--- src/rtl/dob_comp.sv ---
module dob_comp #(
  parameter int W         = 16,
  parameter int FRAC      = 16,
  parameter int VDC_LSB   = 7600,
  parameter int DUTY_FRAC = 15
) (
  input  logic                clk,
  input  logic                rst_n,
  input  logic                sample_i,
  input  logic signed [W-1:0] cmd_i,
  input  logic signed [W-1:0] meas_i,
  input  logic [FRAC-1:0]     coef_i,
  output logic signed [W-1:0] comp_o,
  output logic signed [W-1:0] duty_o,
  output logic                valid_o
);
  localparam int SW = W + FRAC;
  localparam int EW = SW + 1;
  localparam int PW = EW + FRAC + 1;
  localparam int CW = W + 2;
  localparam logic signed [EW-1:0] RND_E = EW'(1) <<< (FRAC - 1);
  localparam logic signed [PW-1:0] RND_P = PW'(1) <<< (FRAC - 1);
  localparam logic signed [63:0]   RND_D = 64'sd1 <<< (FRAC - 1);
  localparam logic signed [63:0]   RECIP = (64'sd1 <<< (DUTY_FRAC + FRAC)) / VDC_LSB;
  localparam logic signed [63:0]   DHI   = (64'sd1 <<< DUTY_FRAC) - 64'sd1;
  localparam logic signed [CW-1:0] VHI   = CW'(VDC_LSB);
  localparam logic signed [CW-1:0] VLO   = -CW'(VDC_LSB);

  logic                 s1;
  logic signed [W-1:0]  cmd_q, meas_q;
  logic [FRAC-1:0]      coef_q;
  logic signed [SW-1:0] yc, ym;

  function automatic logic signed [SW-1:0] lp_step(
    input logic signed [W-1:0]  x,
    input logic signed [SW-1:0] y,
    input logic [FRAC-1:0]      a
  );
    logic signed [SW-1:0] xw;
    logic signed [EW-1:0] d;
    logic signed [PW-1:0] p;
    xw = {x, {FRAC{1'b0}}};
    d  = EW'(xw) - EW'(y);
    p  = (PW'(d) * PW'($signed({1'b0, a})) + RND_P) >>> FRAC;
    return y + SW'(p);
  endfunction

  logic signed [EW-1:0] est_full, est_sh;
  logic signed [CW-1:0] sum;
  logic signed [W-1:0]  comp_sat, duty_sat;
  logic signed [63:0]   dsh;

  assign est_full = EW'(yc) - EW'(ym) + RND_E;
  assign est_sh   = est_full >>> FRAC;
  assign sum      = CW'(cmd_q) + CW'(est_sh);
  assign comp_sat = (sum > VHI) ? W'(VHI) : (sum < VLO) ? W'(VLO) : W'(sum);
  assign dsh      = (64'(comp_sat) * RECIP + RND_D) >>> FRAC;
  assign duty_sat = (dsh > DHI) ? W'(DHI) : (dsh < -DHI) ? W'(-DHI) : W'(dsh);

  always_ff @(posedge clk or negedge rst_n) begin
    if (!rst_n) begin
      s1      <= 1'b0;
      valid_o <= 1'b0;
      cmd_q   <= '0;
      meas_q  <= '0;
      coef_q  <= '0;
      yc      <= '0;
      ym      <= '0;
      comp_o  <= '0;
      duty_o  <= '0;
    end else begin
      s1      <= sample_i;
      valid_o <= s1;
      if (sample_i) begin
        cmd_q  <= cmd_i;
        meas_q <= meas_i;
        coef_q <= coef_i;
      end
      if (s1) begin
        comp_o <= comp_sat;
        duty_o <= duty_sat;
        yc     <= lp_step(comp_sat, yc, coef_q);
        ym     <= lp_step(meas_q, ym, coef_q);
      end
    end
  end
endmodule

--- config.mk ---
export PLATFORM = sky130hd
export DESIGN_NAME = dob_comp
export DESIGN_NICKNAME = d
export VERILOG_FILES = /design/src/rtl/dob_comp.sv
export SDC_FILE = /design/constraint.sdc
export NUM_CORES = 2
export LEC_CHECK = 0
export BUFFER_PORTS_ARGS = -buffer_cell sky130_fd_sc_hd__buf_2
export CAP_MARGIN = 10
export CORE_MARGIN = 1.5
export CORE_UTILIZATION = 42
export DETAILED_ROUTE_END_ITERATION = 10
export GPL_ROUTABILITY_DRIVEN = 0
export PLACE_DENSITY = 0.69
export SETUP_SLACK_MARGIN = 0.3
export SLEW_MARGIN = 20
export SYNTH_ARGS = -nofsm -noshare
export SYNTH_HDL_FRONTEND = slang
export SYNTH_SLANG_ARGS = --single-unit
--- constraint.sdc ---
create_clock -name clk -period 18.1 [get_ports clk]
set_input_delay 2.715 -clock clk [delete_from_list [all_inputs] [get_ports clk]]
set_output_delay 2.715 -clock clk [all_outputs]
set_load 0.03 [all_outputs]
==> impl_metrics.ini <==
[routing]
vias = 38700
drc = 0
antenna_left = 0
route.detailed.wl_per_inst_um = 17.49
drt_iter0_drc = 2405
dr.pass1.iters = 6
vias_per_cell = 5.198
routed_wl_um = 130200

[placed_design]
dp.cells = 7410
dp_hpwl_um = 102300
placedInstanceArea_sq_mm = 0.05523
portBuffers = 83

[global_routing]
grt-ovfl-total = 0
grt_max_degree = 77
grt_usage = 0.2142
grt_pass1_wl_um = 218500
grt_pass1_vias = 41880
antenna_found_initial = 2

[setup_path]
cpMaxStageDelayCell = or4_4
r2r_start = yc[2]$_DFFE_PN0P_
worst_r2r_endpoint = yc[31]$_DFFE_PN0P_
r2r_cells = 73
crit_top_cell = fa_1
crit_type = reg -> reg
arrival_ns = 17.34
critPathMaxStageDelay_ns = 0.61
cp_max_fo = 10
required_ns = 18.54
reg2reg_slack_ns = 1.21
crit_path_start_kind = flip-flop
crit_path_end_kind = flip-flop

[floorplanning]
io_pins = 84
die_area_sq_mm = 0.1279
die_w_um = 357.6
start_util = 0.4250
rows = 129
core_sq_mm = 0.1243
fp.dieH_um = 357.6

[timing]
slew_violations = 0
tightest_slew_ns = 1.071
fin_crit_sh = 0.9334
setup_tns_ns = 0
fmax_ghz = 0.05919
clock_skew_ns = 0.01747
hold_violations = 0
min_period_ns = 16.89
setup_viol = 0
rsz0062_at_grt = false
slew_headroom = 0.2863

[yosys]
synth_top_cell_by_area = fa_1
netlist_instances = 5812
seq_area_frac_synth = 0.06917
avgSynthCellArea_sq_um = 9.087
ys_ff_latch = 146
synth_most_common_cell = inv_1
synth_area_sq_mm = 0.05282
synth_fp_nets = 7532
ys_types = 80
synth_top_area_frac = 0.4029
dominantRegCellSynth = dfrtp_1
ys_async_sr_fraction = 1.000
synth_common_cells = inv_1, fa_1, nand2_1, ha_1, and2_1
synth_edf_count = 0
synth_area_leaders = fa_1, ha_1, inv_1, dfrtp_1, and2_1
yosys_warnings = 0

[layout]
final_cells = 7446
final_layout_size_suffix_gt1_frac = 0.06128
final_cell_area_sq_mm = 0.05600
area_growth_pct = 6.020
fill_cells = 11980
nets = 7516
diodes = 0

[hold_path]
hold_path_end = comp_o[14]$_DFFE_PN0P_
hold_depth = 1
worstHoldStart = comp_o[14]$_DFFE_PN0P_
hp-class = reg -> reg

[clock_tree]
cts_tree = done
numCtsBuffers = 17
clkTransAtPathRegs_ns = 0.08
cts_num_sinks = 146
cts-root-buf = clkbuf_16
clock_latency_ns = 0.51
cts_buffer_depth = 2
htreeDepth = 4

[run_status]
status = completed

[job]
cap_violations = 0
through the flow:
stage               setup slack [ns]  hold slack [ns]  utilization
floorplan                      1.911           0.4118            -
global placement              0.2224           0.4659       0.4444
detailed placement          -0.08788           0.4660       0.4444
CTS                           0.3087           0.4825       0.4493
global route                  0.2324           0.5089       0.4505
finish                         1.206           0.4844       0.4505
per-layer routing:
layer	GRT usage	share of wire	vias to the layer above
li1	-	-	17580
met1	0.2885	0.43	19850
met2	0.3663	0.49	1095
met3	0.02723	0.057	178
met4	0.05105	0.022	2
met5	0	0.00011	-
worst max path at each step:
stage               slack, ns                  to  cells after the start         startpoint
floorplan                1.91  yc[31]$_DFFE_PN0P_                     75  ym[2]$_DFFE_PN0P_
global placement         0.22  yc[31]$_DFFE_PN0P_                     74  ym[2]$_DFFE_PN0P_
detailed placement      -0.09  yc[31]$_DFFE_PN0P_                     74  ym[2]$_DFFE_PN0P_
CTS                      0.31  yc[31]$_DFFE_PN0P_                     74  ym[2]$_DFFE_PN0P_
global route             0.23  yc[31]$_DFFE_PN0P_                     74  ym[2]$_DFFE_PN0P_
finish                   1.21  yc[31]$_DFFE_PN0P_                     73  yc[2]$_DFFE_PN0P_
sequential cells by signal, indices dropped and copies added (netlist names):
register,cells
comp_o,16
s1,1
duty_o,16
coef_q,16
yc,32
cmd_q,16
valid_o,1
ym,32
meas_q,16
layout make-up:
type / instances / area (sq um) / area share
clock inverters: 15 / 162.7 / 0.002905
clock buffers: 17 / 425.4 / 0.007597
multi-input cells: 4109 / 43500 / 0.7768
inverters: 1345 / 5049 / 0.09016
well taps: 1637 / 2048 / 0.03658
repair buffers: 177 / 1131 / 0.02020
flip-flops and latches: 146 / 3681 / 0.06574
critical path: cells and delay by family (launching register included):
family	cells	cell delay, ns
adders and majority gates	13	5.15
and+or+nand+nor	14	2.66
DFF	1	0.45
buffers and inverters	5	0.41
AOI/OAI and AO/OA	35	7.18
xor gates and xnor gates	6	0.94
timing repair:
action                                  CTS  global route
setup buffers                             0             4
endpoints found under the setup margin    2             8
hold buffers                              0             0
gates resized for setup                   3            27
pin swaps                                 0             4
kinds of logic (layout without fill, tap and decap cells):
| family | after synthesis | in the layout | synth area share |
|---|---|---|---|
| XOR/XNOR | 236 | 236 | 0.03940 |
| AND/OR/NAND/NOR | 1600 | 1600 | 0.1527 |
| flip-flops | 146 | 146 | 0.06917 |
| multiplexers | 75 | 75 | 0.01580 |
| AO/OA/AOI/OAI | 527 | 527 | 0.06508 |
| buffers and inverters | 1557 | 1554 | 0.1110 |
| adder cells (fa/ha/maj) | 1671 | 1671 | 0.5469 |
cell usage in the layout (no fill, tap or decap), types with 109 or more instances in the layout:
master   Yosys  final
o21ai_0    111    109
and2_1     574    574
nor2_1     153    152
a21oi_1    170    166
ha_1       606    604
nand2_1    612    612
xnor2_1    183    174
dfrtp_1    146    128
fa_1      1063   1063
inv_1     1345   1345
Power is not shown: default switching activity piles up to over one toggle a cycle in this logic, so the estimate is an artifact.
